File: src/rtl/pin_irq_pkg.sv
package pin_irq_pkg;
  localparam int ADDR_W = 3;
  localparam logic [ADDR_W-1:0] SEL_MODE  = 3'd0;
  localparam logic [ADDR_W-1:0] SEL_A_SET = 3'd1;
  localparam logic [ADDR_W-1:0] SEL_A_CLR = 3'd2;
  localparam logic [ADDR_W-1:0] SEL_B_SET = 3'd3;
  localparam logic [ADDR_W-1:0] SEL_B_CLR = 3'd4;
  localparam logic [ADDR_W-1:0] SEL_STAT  = 3'd5;
endpackage

File: src/rtl/pin_sync.sv
module pin_sync #(
  parameter int N      = 8,
  parameter int STAGES = 2
) (
  input  logic         clk,
  input  logic         rst_n,
  input  logic [N-1:0] raw_i,
  output logic [N-1:0] sync_o
);
  logic [N-1:0] chain [STAGES];

  always_ff @(posedge clk or negedge rst_n) begin
    if (!rst_n) begin
      for (int k = 0; k < STAGES; k++) chain[k] <= '0;
    end else begin
      chain[0] <= raw_i;
      for (int k = 1; k < STAGES; k++) chain[k] <= chain[k-1];
    end
  end

  assign sync_o = chain[STAGES-1];
endmodule

File: src/rtl/pin_cfg_regs.sv
module pin_cfg_regs
  import pin_irq_pkg::*;
#(
  parameter int N = 8
) (
  input  logic              clk,
  input  logic              rst_n,
  input  logic              wr_en,
  input  logic [ADDR_W-1:0] reg_addr,
  input  logic [N-1:0]      wr_data,
  output logic [N-1:0]      mode_o,
  output logic [N-1:0]      en_a_o,
  output logic [N-1:0]      en_b_o,
  output logic [N-1:0]      stat_clr_o,
  output logic [N-1:0]      to_level_o
);
  logic [N-1:0] mode_q, en_a_q, en_b_q;
  logic wr_mode, wr_aset, wr_aclr, wr_bset, wr_bclr, wr_stat;

  always_comb begin
    wr_mode = wr_en && (reg_addr == SEL_MODE);
    wr_aset = wr_en && (reg_addr == SEL_A_SET);
    wr_aclr = wr_en && (reg_addr == SEL_A_CLR);
    wr_bset = wr_en && (reg_addr == SEL_B_SET);
    wr_bclr = wr_en && (reg_addr == SEL_B_CLR);
    wr_stat = wr_en && (reg_addr == SEL_STAT);
  end

  always_ff @(posedge clk or negedge rst_n) begin
    if (!rst_n) begin
      mode_q <= '0;
      en_a_q <= '0;
      en_b_q <= '0;
    end else begin
      if (wr_mode) mode_q <= wr_data;
      if (wr_aset) en_a_q <= en_a_q | wr_data;
      else if (wr_aclr) en_a_q <= en_a_q & ~wr_data;
      if (wr_bset) en_b_q <= en_b_q | wr_data;
      else if (wr_bclr) en_b_q <= en_b_q & ~wr_data;
    end
  end

  assign mode_o     = mode_q;
  assign en_a_o     = en_a_q;
  assign en_b_o     = en_b_q;
  assign stat_clr_o = wr_stat ? wr_data : '0;
  assign to_level_o = wr_mode ? (wr_data & ~mode_q) : '0;
endmodule

File: src/rtl/pin_chan_logic.sv
module pin_chan_logic #(
  parameter int N = 8
) (
  input  logic         clk,
  input  logic         rst_n,
  input  logic [N-1:0] pin_s,
  input  logic [N-1:0] mode,
  input  logic [N-1:0] en_a,
  input  logic [N-1:0] en_b,
  input  logic [N-1:0] stat_clr,
  input  logic [N-1:0] to_level,
  output logic [N-1:0] status_o,
  output logic [N-1:0] hit_o,
  output logic [N-1:0] irq_o
);
  logic [N-1:0] prev_q;

  always_ff @(posedge clk or negedge rst_n) begin
    if (!rst_n) prev_q <= '0;
    else        prev_q <= pin_s;
  end

  for (genvar g = 0; g < N; g++) begin : g_ch
    logic rise, fall, hit, stat_q, lvl_on, edge_on;

    always_comb begin
      rise    = pin_s[g] & ~prev_q[g];
      fall    = ~pin_s[g] & prev_q[g];
      hit     = ~mode[g] & ((rise & en_a[g]) | (fall & en_b[g]));
      lvl_on  = mode[g] & en_a[g] & (pin_s[g] == en_b[g]);
      edge_on = ~mode[g] & stat_q & (en_a[g] | en_b[g]);
    end

    always_ff @(posedge clk or negedge rst_n) begin
      if (!rst_n)           stat_q <= 1'b0;
      else if (to_level[g]) stat_q <= 1'b0;
      else if (hit)         stat_q <= 1'b1;
      else if (stat_clr[g]) stat_q <= 1'b0;
    end

    assign status_o[g] = stat_q;
    assign hit_o[g]    = hit;
    assign irq_o[g]    = lvl_on | edge_on;
  end
endmodule

File: src/rtl/pin_irq_ctrl.sv
module pin_irq_ctrl
  import pin_irq_pkg::*;
#(
  parameter int N           = 8,
  parameter int SYNC_STAGES = 2
) (
  input  logic              clk,
  input  logic              rst_n,
  input  logic              wr_en,
  input  logic [ADDR_W-1:0] reg_addr,
  input  logic [N-1:0]      wr_data,
  output logic [N-1:0]      rd_data,
  input  logic [N-1:0]      pin_i,
  output logic [N-1:0]      irq_o
);
  logic [N-1:0] pin_s, mode_q, en_a_q, en_b_q, stat_clr, to_level, stat_q, hit_w;

  pin_sync #(.N(N), .STAGES(SYNC_STAGES)) u_sync (
    .clk(clk), .rst_n(rst_n), .raw_i(pin_i), .sync_o(pin_s)
  );

  pin_cfg_regs #(.N(N)) u_cfg (
    .clk(clk), .rst_n(rst_n), .wr_en(wr_en), .reg_addr(reg_addr),
    .wr_data(wr_data), .mode_o(mode_q), .en_a_o(en_a_q), .en_b_o(en_b_q),
    .stat_clr_o(stat_clr), .to_level_o(to_level)
  );

  pin_chan_logic #(.N(N)) u_chan (
    .clk(clk), .rst_n(rst_n), .pin_s(pin_s), .mode(mode_q), .en_a(en_a_q),
    .en_b(en_b_q), .stat_clr(stat_clr), .to_level(to_level),
    .status_o(stat_q), .hit_o(hit_w), .irq_o(irq_o)
  );

  always_comb begin
    unique case (reg_addr)
      SEL_MODE:             rd_data = mode_q;
      SEL_A_SET, SEL_A_CLR: rd_data = en_a_q;
      SEL_B_SET, SEL_B_CLR: rd_data = en_b_q;
      SEL_STAT:             rd_data = stat_q;
      default:              rd_data = '0;
    endcase
  end
endmodule

File: config.mk
export PLATFORM = sky130hd
export DESIGN_NAME = pin_irq_ctrl
export DESIGN_NICKNAME = d
export VERILOG_FILES = /design/src/rtl/pin_irq_pkg.sv /design/src/rtl/pin_sync.sv /design/src/rtl/pin_cfg_regs.sv /design/src/rtl/pin_chan_logic.sv /design/src/rtl/pin_irq_ctrl.sv
export SDC_FILE = /design/constraint.sdc
export NUM_CORES = 1
export LEC_CHECK = 0
export BUFFER_PORTS_ARGS = -buffer_cell sky130_fd_sc_hd__clkbuf_2
export CAP_MARGIN = 20
export CORE_AREA = 2 2 93 95
export CTS_CLUSTER_SIZE = 40
export DETAILED_ROUTE_END_ITERATION = 16
export DIE_AREA = 0 0 95 97
export PLACE_DENSITY = 0.56
export SYNTH_ARGS = -nofsm -noshare
export SYNTH_HDL_FRONTEND = slang
export SYNTH_HIERARCHICAL = 1
export SYNTH_SLANG_ARGS = --single-unit
File: constraint.sdc
create_clock -name clk -period 1.1 [get_ports clk]
set_clock_uncertainty 0.1 [all_clocks]
set_input_delay 0.055 -clock clk [delete_from_list [all_inputs] [get_ports clk]]
set_output_delay 0.055 -clock clk [all_outputs]
set_load 0.05 [all_outputs]
==> results.txt <==
The number of buffers added by the clock tree synthesis step was 5. The peak supply drop came out at 681.7 uV. The setup path with the least slack is of type flop to output port.

The critical path endpoint category was an output port. Detail-routed net length per standard cell: 15.08 um. Entering global routing, the biggest net connects 57 pins. After routing, the total negative slack on setup checks comes to -7505 ps. The fraction of power spent switching nets is 0.3302, and the minimum clock period is 1610 ps. The post-route standard cell area excluding fillers is 4827 um2, and the standard-cell row count is 33.

On the worst path, the slowest cell contributes a delay of 430 ps. The run gives 2 as the number of buffers on the longest clock path. Measured in cells, the most critical reg-to-reg path has a length of 6. Across the run, the number of max-cap violations was 0.

The critical path goes through mux2i_1, nor3b_2, a211o_4, buf_8. The detail route stage leaves a number of antenna-violating nets equal to 0. When the netlist entered floorplanning its net count stood at 324. The post-synthesis area per instance is 10.22 um2, and the sum of overflow across all layers after global routing is 0. The total area inside the core boundary comes to 8134 um2. The number of vias per cell was 5.136.

38 I/O pins were placed. Summing every instance area after synthesis gives 3087 um2. Setup repair after global routing could not meet its margin everywhere. Total buffers and inverters traversed by the critical path: 1.

The path category of the worst min-delay check is primary input to flop. The reg-to-reg critical path endpoint is u_chan/g_ch[3].stat_q$_DFFE_PN0P_. At the end of routability-driven placement, the weighted congestion stood at 0.7730. The tools report the slack of the critical path as -509.6 ps.

The tools report the overall routed net length as 7.767 mm. In this run the most critical hold path is launched from reg_addr[1]. Among all stages on the critical path, the largest delay is contributed by sky130_fd_sc_hd__dfrtp_1. After detailed routing, the number of remaining DRC violations is 0. The number of hold-slack violations in the final timing report is 0. After clock tree synthesis, the clock-pin slew on the worst setup and hold paths is 100 ps. Fraction of final layout cells sized beyond drive strength 1: 0.5537. TritonCTS built the clock tree. The cell area power density was 1323 nW/um2. The final-report setup violation count was 23; the worst hold-check slack was 154.2 ps.

The run gives 2 as the level count of the clock H-tree. The transition time of the tightest slew-check pin is 512.8 ps. For this design, the sink count on the clock tree is 56. The initial antenna violation count came out at 0. The cell depth of the worst hold path was 4; the iteration count of the initial detailed-routing pass was 4. The maximum net fanout on the critical path is 4. Via count of the first global-routing pass: 2782.

The checks that failed: negative setup slack. From bottom edge to top edge, the die measures 97 um. Timing-limited maximum frequency: 0.6213 GHz. The top cell family by delay on the critical path is flip-flops. For the required time reported for the critical path endpoint, the log shows 940 ps. The tools report the floorplan die area as 9215 um2. The logs give 0.213 for the clock share of power and 2.109 mW for the net switching power figure. The run finished, with violations left. The tools report the normalized max-slew margin as 0.6579.

The tools report the wire length of the first global-routing pass as 13.15 mm. The post-place setup slack came out at -304.9 ps. The logs give 5.189 mm for the sum of net half-perimeters after detailed placement and 302 for the number of standard cells after synthesis. The internal power of the cells totals 4.277 mW. Combinational share of power: 0.404. The worst register-to-register path has a setup slack of -200 ps. The tools report the clock root buffer as sky130_fd_sc_hd__clkbuf_8. Measured along the x axis, the die boundary spans 95 um.

The leakage power came out at 1.960 nW. The placed instances occupy a cell area of 4089 um2. Total power: 6.387 mW. The logs give 0 for the number of max-slew violations in the final report and 0 for the diode insertion count for antenna repair. The total global-route track usage is 0.1807, and the number of nets in the layout is 431. The tools report the number of design-rule violations left by the first detailed-router iteration as 72.

In this run the tool buffered the top-level ports with 37 buffer cells. The routed layout has 2645 vias. In the layout the commonest cells are sky130_fd_sc_hd__buf_4, sky130_fd_sc_hd__dfrtp_1, sky130_fd_sc_hd__buf_6, sky130_fd_sc_hd__o21ai_0, sky130_fd_sc_hd__clkbuf_2. For the initial core utilization, the log shows 0.3795. STA puts the critical path data arrival time at 1450 ps. The tools report the sequential fraction of design power as 0.384. Type of origin of the critical path: a flop. The share of the clock period used by the worst path came out at 1.463. Clock latency on the worst-skew pair, taken at its later pin, is 310 ps.

Area growth from synthesis to final layout: 56.38%. The synthesis warning total is 6.
[area by class of cell]
type | instances | area, um2
repair buffers | 128 | 1259
clock inverters | 2 | 35.03
inverters | 1 | 3.754
fillers | 687 | 3307
flip-flops and latches | 56 | 1411
well taps | 105 | 131.4
multi-input cells | 217 | 1914
clock buffers | 6 | 72.57
[worst min-delay path, stage by stage]
cell	delay, ps
sky130_fd_sc_hd__clkbuf_2	150
sky130_fd_sc_hd__buf_12	120
sky130_fd_sc_hd__buf_4	140
sky130_fd_sc_hd__o21ai_1	70
[how the worst max path moves through the flow]
stage / start / to / slack [ps] / cells after the start
global route: flop / rd_data[6] / -580 / 4
floorplan: reg_addr[2] / u_chan/g_ch[6].stat_q$_DFFE_PN0P_ / -200 / 6
finish: flop / rd_data[6] / -510 / 4
detailed placement: reg_addr[0] / rd_data[0] / -300 / 5
CTS: flop / rd_data[6] / -520 / 4
global placement: reg_addr[1] / rd_data[0] / -290 / 6
[metrics by stage]
stage,std cells,utilization
final,515,0.5934
after global routing,515,0.5934
after CTS,514,0.5750
after detailed placement,473,0.5027
after global placement,473,0.5027
after floorplan,302,-
[what timing repair did]
action | in CTS | in global routing
gates cloned | 0 | 0
setup buffers | 18 | 2
resized for setup | 50 | 52
setup endpoints to repair | 24 | 33
hold buffers | 17 | 0
pin swaps | 27 | 19
endpoints found under the hold margin | 80 | 0
[routing by layer]
layer | wire length, um | up-vias | track usage
li1 | - | 1289 | -
met5 | 0 | - | 0
met3 | 274 | 6 | 0.02960
met4 | 121 | 0 | 0.05128
met1 | 3436 | 1296 | 0.2329
met2 | 3935 | 54 | 0.3093
[power by group through the flow]
stage               combinational [mW]  sequential [mW]  clock [mW]
global placement                  2.09             2.46           0
floorplan                         1.45             2.43           0
CTS                               2.43             2.42        1.40
detailed placement                2.12             2.47           0
finish                            2.58             2.45        1.36
global route                      2.76             2.48        1.49
(Power assumes the default switching activity.)
